<file path="src/rtl/pcu_pkg.sv">
package pcu_pkg;
  localparam int WORD_W   = 32;
  localparam int PAT_W    = 8;
  localparam int IDX_W    = $clog2(PAT_W);
  localparam int EVEN_LSB = 24;
  localparam int ODD_LSB  = 16;
  localparam int VERT_LSB = 0;

  // control-to-datapath strobes
  typedef struct packed {
    logic take;   // a pixel inside a frame, outside sync cycles
    logic fire;   // that pixel survives all culling
  } pcuStrobe_t;
endpackage

</file>
<file path="src/rtl/pcu_regs.sv">
module pcu_regs
  import pcu_pkg::*;
#(
  parameter int LINE_W = 15
) (
  input  logic              clk,
  input  logic              rstN,
  input  logic              wrEn,
  input  logic              wrSel,
  input  logic [WORD_W-1:0] wrData,
  input  logic              rdSel,
  output logic [WORD_W-1:0] rdData,
  output logic [PAT_W-1:0]  shEven,
  output logic [PAT_W-1:0]  shOdd,
  output logic [PAT_W-1:0]  shVert,
  output logic [LINE_W-1:0] shNlv
);
  localparam int RSV_W = ODD_LSB - (VERT_LSB + PAT_W);
  localparam int PAD_W = WORD_W - LINE_W;

  always_ff @(posedge clk or negedge rstN) begin
    if (!rstN) begin
      shEven <= '1;
      shOdd  <= '1;
      shVert <= '1;
      shNlv  <= '0;
    end else if (wrEn) begin
      if (!wrSel) begin
        shEven <= wrData[EVEN_LSB +: PAT_W];
        shOdd  <= wrData[ODD_LSB  +: PAT_W];
        shVert <= wrData[VERT_LSB +: PAT_W];
      end else begin
        shNlv  <= wrData[LINE_W-1:0];
      end
    end
  end

  always_comb begin
    if (rdSel) rdData = {{PAD_W{1'b0}}, shNlv};
    else       rdData = {shEven, shOdd, {RSV_W{1'b0}}, shVert};
  end


  nlv_load_chk: assert property (@(posedge clk) disable iff (!rstN)
    (wrEn && wrSel) |=> (shNlv == $past(wrData[LINE_W-1:0])));


  cull_load_chk: assert property (@(posedge clk) disable iff (!rstN)
    (wrEn && !wrSel) |=> (shVert == $past(wrData[VERT_LSB +: PAT_W])));
endmodule

</file>
<file path="src/rtl/pcu_ctrl.sv">
module pcu_ctrl
  import pcu_pkg::*;
#(
  parameter int LINE_W = 15
) (
  input  logic              clk,
  input  logic              rstN,
  input  logic              hsync,
  input  logic              vsync,
  input  logic              pixValidIn,
  input  logic [PAT_W-1:0]  shEven,
  input  logic [PAT_W-1:0]  shOdd,
  input  logic [PAT_W-1:0]  shVert,
  input  logic [LINE_W-1:0] shNlv,
  output pcuStrobe_t        strb
);
  localparam int CNT_W = LINE_W + 1;

  logic [PAT_W-1:0]  actEven, actOdd, actVert;
  logic [LINE_W-1:0] actNlv;
  logic              inFrame;
  logic [IDX_W-1:0]  pixIdx;
  logic [IDX_W-1:0]  lineIdx;
  logic              parity;
  logic              lineOn;
  logic [CNT_W-1:0]  fwdCnt;

  // next-line decisions taken at a horizontal sync
  logic [IDX_W-1:0]  nextIdx;
  logic              nextPar;
  logic [CNT_W-1:0]  baseCnt;
  logic              nextOn;
  logic              lineStart;

  assign lineStart = hsync && !vsync;

  always_comb begin
    if (inFrame) begin
      nextIdx = lineIdx + 1'b1;
      nextPar = ~parity;
      baseCnt = fwdCnt;
    end else begin
      nextIdx = '0;
      nextPar = 1'b0;
      baseCnt = '0;
    end
    nextOn = actVert[nextIdx] && (baseCnt <= {1'b0, actNlv});
  end

  // shadow-to-active transfer on vertical sync
  always_ff @(posedge clk or negedge rstN) begin
    if (!rstN) begin
      actEven <= '1;
      actOdd  <= '1;
      actVert <= '1;
      actNlv  <= '0;
    end else if (vsync) begin
      actEven <= shEven;
      actOdd  <= shOdd;
      actVert <= shVert;
      actNlv  <= shNlv;
    end
  end

  // line sequencing
  always_ff @(posedge clk or negedge rstN) begin
    if (!rstN) begin
      inFrame <= 1'b0;
      lineIdx <= '0;
      parity  <= 1'b0;
      lineOn  <= 1'b0;
      fwdCnt  <= '0;
    end else if (vsync) begin
      inFrame <= 1'b0;
      lineIdx <= '0;
      parity  <= 1'b0;
      lineOn  <= 1'b0;
      fwdCnt  <= '0;
    end else if (hsync) begin
      inFrame <= 1'b1;
      lineIdx <= nextIdx;
      parity  <= nextPar;
      lineOn  <= nextOn;
      fwdCnt  <= baseCnt + CNT_W'(nextOn);
    end
  end

  logic [PAT_W-1:0] hPat;
  logic             takeNow;

  assign hPat    = parity ? actOdd : actEven;
  assign takeNow = pixValidIn && !hsync && !vsync && inFrame;

  // horizontal pattern index
  always_ff @(posedge clk or negedge rstN) begin
    if (!rstN)          pixIdx <= '0;
    else if (hsync)     pixIdx <= '0;
    else if (takeNow)   pixIdx <= pixIdx + 1'b1;
  end

  always_comb begin
    strb.take = takeNow;
    strb.fire = takeNow && lineOn && hPat[pixIdx];
  end


  fwd_budget_chk: assert property (@(posedge clk) disable iff (!rstN)
    fwdCnt <= ({1'b0, actNlv} + 1'b1));


  over_budget_off_chk: assert property (@(posedge clk) disable iff (!rstN)
    (lineStart && inFrame && (fwdCnt > {1'b0, actNlv})) |=> !lineOn);


  active_hold_chk: assert property (@(posedge clk) disable iff (!rstN)
    !vsync |=> $stable({actEven, actOdd, actVert, actNlv}));


  pix_idx_restart_chk: assert property (@(posedge clk) disable iff (!rstN)
    lineStart |=> (pixIdx == '0));


  parity_first_chk: assert property (@(posedge clk) disable iff (!rstN)
    (lineStart && !inFrame) |=> (parity == 1'b0));


  parity_toggle_chk: assert property (@(posedge clk) disable iff (!rstN)
    (lineStart && inFrame) |=> (parity != $past(parity)));


  fire_needs_line_chk: assert property (@(posedge clk) disable iff (!rstN)
    strb.fire |-> (lineOn && inFrame));
endmodule

</file>
<file path="src/rtl/pcu_datapath.sv">
module pcu_datapath
  import pcu_pkg::*;
#(
  parameter int DATA_W = 12
) (
  input  logic              clk,
  input  logic              rstN,
  input  pcuStrobe_t        strb,
  input  logic [DATA_W-1:0] pixIn,
  output logic [DATA_W-1:0] pixOut,
  output logic              pixValidOut
);
  always_ff @(posedge clk or negedge rstN) begin
    if (!rstN) begin
      pixOut      <= '0;
      pixValidOut <= 1'b0;
    end else begin
      pixValidOut <= strb.fire;
      if (strb.take) pixOut <= pixIn;
    end
  end


  data_pass_chk: assert property (@(posedge clk) disable iff (!rstN)
    strb.fire |=> (pixValidOut && (pixOut == $past(pixIn))));
endmodule

</file>
<file path="src/rtl/pixel_cull_unit.sv">
module pixel_cull_unit
  import pcu_pkg::*;
#(
  parameter int DATA_W = 12,
  parameter int LINE_W = 15
) (
  input  logic              clk,
  input  logic              rstN,
  input  logic              wrEn,
  input  logic              wrSel,
  input  logic [31:0]       wrData,
  input  logic              rdSel,
  output logic [31:0]       rdData,
  input  logic [DATA_W-1:0] pixIn,
  input  logic              pixValidIn,
  input  logic              hsync,
  input  logic              vsync,
  output logic [DATA_W-1:0] pixOut,
  output logic              pixValidOut
);
  logic [PAT_W-1:0]  shEven, shOdd, shVert;
  logic [LINE_W-1:0] shNlv;
  pcuStrobe_t        strb;

  pcu_regs #(.LINE_W(LINE_W)) u_regs (
    .clk(clk), .rstN(rstN), .wrEn(wrEn), .wrSel(wrSel), .wrData(wrData),
    .rdSel(rdSel), .rdData(rdData), .shEven(shEven), .shOdd(shOdd),
    .shVert(shVert), .shNlv(shNlv)
  );

  pcu_ctrl #(.LINE_W(LINE_W)) u_ctrl (
    .clk(clk), .rstN(rstN), .hsync(hsync), .vsync(vsync),
    .pixValidIn(pixValidIn), .shEven(shEven), .shOdd(shOdd),
    .shVert(shVert), .shNlv(shNlv), .strb(strb)
  );

  pcu_datapath #(.DATA_W(DATA_W)) u_dp (
    .clk(clk), .rstN(rstN), .strb(strb), .pixIn(pixIn),
    .pixOut(pixOut), .pixValidOut(pixValidOut)
  );


  sync_drop_chk: assert property (@(posedge clk) disable iff (!rstN)
    (hsync || vsync) |=> !pixValidOut);


  valid_origin_chk: assert property (@(posedge clk) disable iff (!rstN)
    pixValidOut |-> $past(pixValidIn));
endmodule

</file>
<file path="config.mk">
export PLATFORM = sky130hd
export DESIGN_NAME = pixel_cull_unit
export DESIGN_NICKNAME = d
export VERILOG_FILES = /design/src/rtl/pcu_pkg.sv /design/src/rtl/pcu_regs.sv /design/src/rtl/pcu_ctrl.sv /design/src/rtl/pcu_datapath.sv /design/src/rtl/pixel_cull_unit.sv
export SDC_FILE = /design/constraint.sdc
export NUM_CORES = 1
export LEC_CHECK = 0
export BUFFER_PORTS_ARGS = -buffer_cell sky130_fd_sc_hd__buf_2
export CELL_PAD_IN_SITES_DETAIL_PLACEMENT = 0
export CELL_PAD_IN_SITES_GLOBAL_PLACEMENT = 1
export CORE_ASPECT_RATIO = 1.25
export CORE_UTILIZATION = 30
export CTS_CLUSTER_DIAMETER = 120
export DETAILED_ROUTE_END_ITERATION = 8
export PLACE_DENSITY = 0.67
export SYNTH_ARGS = -nofsm -noshare
export SYNTH_HDL_FRONTEND = slang
export SYNTH_HIERARCHICAL = 1
export SYNTH_SLANG_ARGS = --single-unit
</file>
<file path="constraint.sdc">
create_clock -name clk -period 6 [get_ports clk]
set_clock_uncertainty 0.2 [all_clocks]
set_input_delay 0.6 -clock clk [delete_from_list [all_inputs] [get_ports clk]]
set_output_delay 0.6 -clock clk [all_outputs]
set_load 0.01 [all_outputs]
</file>
==> metrics.txt <==
I/O pin count=97; slowest CP cell=a2111oi_1; quantity of I/O buffers inserted on ports=94; Yosys reg bits=116; power per cell area=332 nW/um2; Vias/cell=4.60; hold-fix buffers at CTS=0; Post-synth EDFFs=0; fin crit period=3780 ps; Nets=657; Clock transition at path regs=60 ps; fin crit share=63.1%; final hold violation count=0; setup bufs post-CTS=0; all-layer global routing usage=13.1%; clk root buf=clkbuf_16; vias in the first global route=4044; clock sink count=116; crit end category=flop; placed standard-cell area=6620 um2; Slowest Stage Delay on Critical Path=550 ps; synth unique cells=46; # DRC=0; Placed Instances=832; Worst Path Buf+Inv=1; wire per inst=14.4 um; Startpoint Class=flop; crit path DAT=3870 ps; setup ws final=2220 ps; WHS=146 ps; fill count=1910; warnings from Yosys=6; Worst Tran Pin Value=1000 ps; Post-Layout Cell Count=864; status=complete, no violations; H-tree levels=4; ANT cells=0; Core Box Area=19500 um2; CTS tree=yes; DR vias=3971; largest net degree at the start of global routing=80; initial drt markers=187; Worst R2R Setup Slack=2220 ps; Synth Area per Inst=12.0 um2; worst vdd ir=256 uV; die footprint=20500 um2; static leakage=3.30 nW; gp weighted congestion=0.765; worst r2r src=u_ctrl/fwdCnt[9]; Max Cap Viol=0; WS Path Type=flop to flop; flip-flop and latch area=2960 um2; initial antenna violation count=0; worst skew pair latency=410 ps; Slew Viols, Final=0; Worst Setup Slack post-DPL=2200 ps; multi-input logic area=2730 um2; Bufs on Longest Clock Path=2; Routed Antenna Nets=0; die height=160 um; CP required=6090 ps; register area share after synthesis=49.6%; Initial Util=30.7%; global-route wire length before repair=20.8 mm; Gate Count Post-Synth=498; Finished Core Util=37.2%; FF-to-FF End=u_ctrl/fwdCnt[14]; syn_nets=569; PnR Total Power=2.40 mW; Post-synth ARST share=100%; relative slew slack=33.2%; Area Growth Syn to Fin=21.2%; row cnt=57; dpl hpwl=8.61 mm; R2R depth=14; post-cts gate resize count=0; Post-Syn Area=5970 um2; cts bufs inserted=17; Pre-Repair DR Iteration Count=4; design area=7240 um2; Top Family by Delay on Critical Path=compound AO/OA/AOI/OAI gates; worst-path fanout max=8; Max Fclk=264 MHz; Final Setup Violations=0; dominant synthesized flop cell=dfrtp_1; Die Width=128 um; Total Routed Length=12.5 mm; Hold Crit Class=input pin to async pin; critical path, cell by cell=inv_1 -> nor2_1 -> ha_1 -> a21oi_1 -> o21ai_0 -> a2111oi_1 -> a31oi_1 -> nor2_1 -> ha_1 -> nand2_1 -> nor3_4 -> and2_1 -> a211oi_1 -> a311o_1; RSZ-0062 raised after global routing=false; gr ovfl total=0; setup_tns=0 ps; share of layout cells above drive strength 1=44.6%
[report_power, final]
part	internal, mW	switching, mW	total, mW
Combinational	0.199	0.160	0.359
Clock	0.696	0.344	1.04
Sequential	0.934	0.0653	1.00
Total	1.83	0.569	2.40
[flip-flops by register name, summed over array words and instances (netlist names)]
signal,flops
u_ctrl/fwdCnt,16
u_ctrl/actNlv,15
u_regs/shNlv,15
u_dp/pixOut,12
u_ctrl/actEven,8
u_ctrl/actOdd,8
u_ctrl/actVert,8
u_regs/shEven,8
u_regs/shOdd,8
u_regs/shVert,8
u_ctrl/lineIdx,3
u_ctrl/pixIdx,3
u_ctrl/inFrame,1
u_ctrl/lineOn,1
u_ctrl/parity,1
u_dp/pixValidOut,1
[worst register-to-register path, stage by stage, from the launching register on]
cell and delay (ps):
dfrtp_1 400, inv_1 120, nor2_1 60, ha_1 300, a21oi_1 160, o21ai_0 130
a2111oi_1 550, a31oi_1 240, nor2_1 190, ha_1 180, nand2_1 130, nor3_4 380
and2_1 230, a211oi_1 80, a311o_1 310
[cell usage after synthesis, types with 4 or more instances]
cell / number / share of area, %
dfrtp_1: 68 / 29
dfstp_2: 48 / 21
mux2_2: 45 / 8.5
mux2_4: 40 / 10
nand2_1: 38 / 2.4
nor2_1: 33 / 2.1
o21ai_0: 27 / 2.3
inv_1: 24 / 1.5
and2_1: 22 / 2.3
nor2b_1: 20 / 2.1
ha_1: 19 / 4.0
a21oi_1: 18 / 1.5
clkbuf_1: 17 / 1.1
mux2i_1: 13 / 2.2
nand4_1: 7 / 0.73
a22oi_1: 5 / 0.63
buf_6: 4 / 0.75
mux4_1: 4 / 1.8
nand3_1: 4 / 0.34
nor4_1: 4 / 0.42
o32ai_1: 4 / 0.59
[routing by layer]
layer	up-vias	track usage, %	part of all wire (%)
li1	1901	-	-
met1	1990	16.1	45
met2	66	21.5	51
met3	14	3.22	2.9
met4	0	5.61	1.6
met5	-	0	0
[worst max-delay path by stage]
stage               cells after the start              from                 to
global route                           15    u_ctrl/inFrame  u_ctrl/fwdCnt[14]
detailed placement                     14    u_ctrl/inFrame  u_ctrl/fwdCnt[14]
finish                                 14  u_ctrl/fwdCnt[9]  u_ctrl/fwdCnt[14]
global placement                       14    u_ctrl/inFrame  u_ctrl/fwdCnt[14]
floorplan                              16    u_ctrl/inFrame  u_ctrl/fwdCnt[14]
CTS                                    14    u_ctrl/inFrame  u_ctrl/fwdCnt[14]
[cell type report]
class / count / share of cell area (%)
clock buffer: 24 / 6.80
clock inverter: 8 / 1.71
inverter: 24 / 1.25
sequential: 116 / 40.9
timing repair buffer: 98 / 6.95
multi-input combinational: 329 / 37.8
tap: 265 / 4.58
[cell families (layout without fill, tap and decap cells)]
group	count (synthesis)	count (layout)	share of synthesized area (%)
compound gates	65	65	6.48
xor+xnor	2	2	0.293
fa+ha+maj	19	19	3.98
buf+inv	53	154	4.59
flops	116	116	49.6
mux	104	104	23.2
other cells	1	1	0.0628
simple gates	138	138	11.7
[placed cells by master, fill, tap and decap left out, types with 2 or more instances in the layout]
cell        instances
dfstp_2            48
nand4_1             7
mux2i_1            13
and2_1             22
nor2_1             33
o21ai_0            27
clkbuf_8            4
nand2b_1            2
buf_4               5
dfrtp_1            68
clkbuf_1            3
a31oi_1             3
clkinv_2            2
nand2_1            38
clkinvlp_4          2
o32ai_1             4
nor2b_1            20
mux4_1              4
inv_1              24
bufinv_16           3
buf_2              93
mux2_4             40
mux2_2             45
clkbuf_16          17
and3_1              2
nor4_1              4
a22oi_1             5
ha_1               19
a21oi_1            18
mux4_2              2
nand3_1             4
Note: power is estimated with default switching activity, not from simulation.
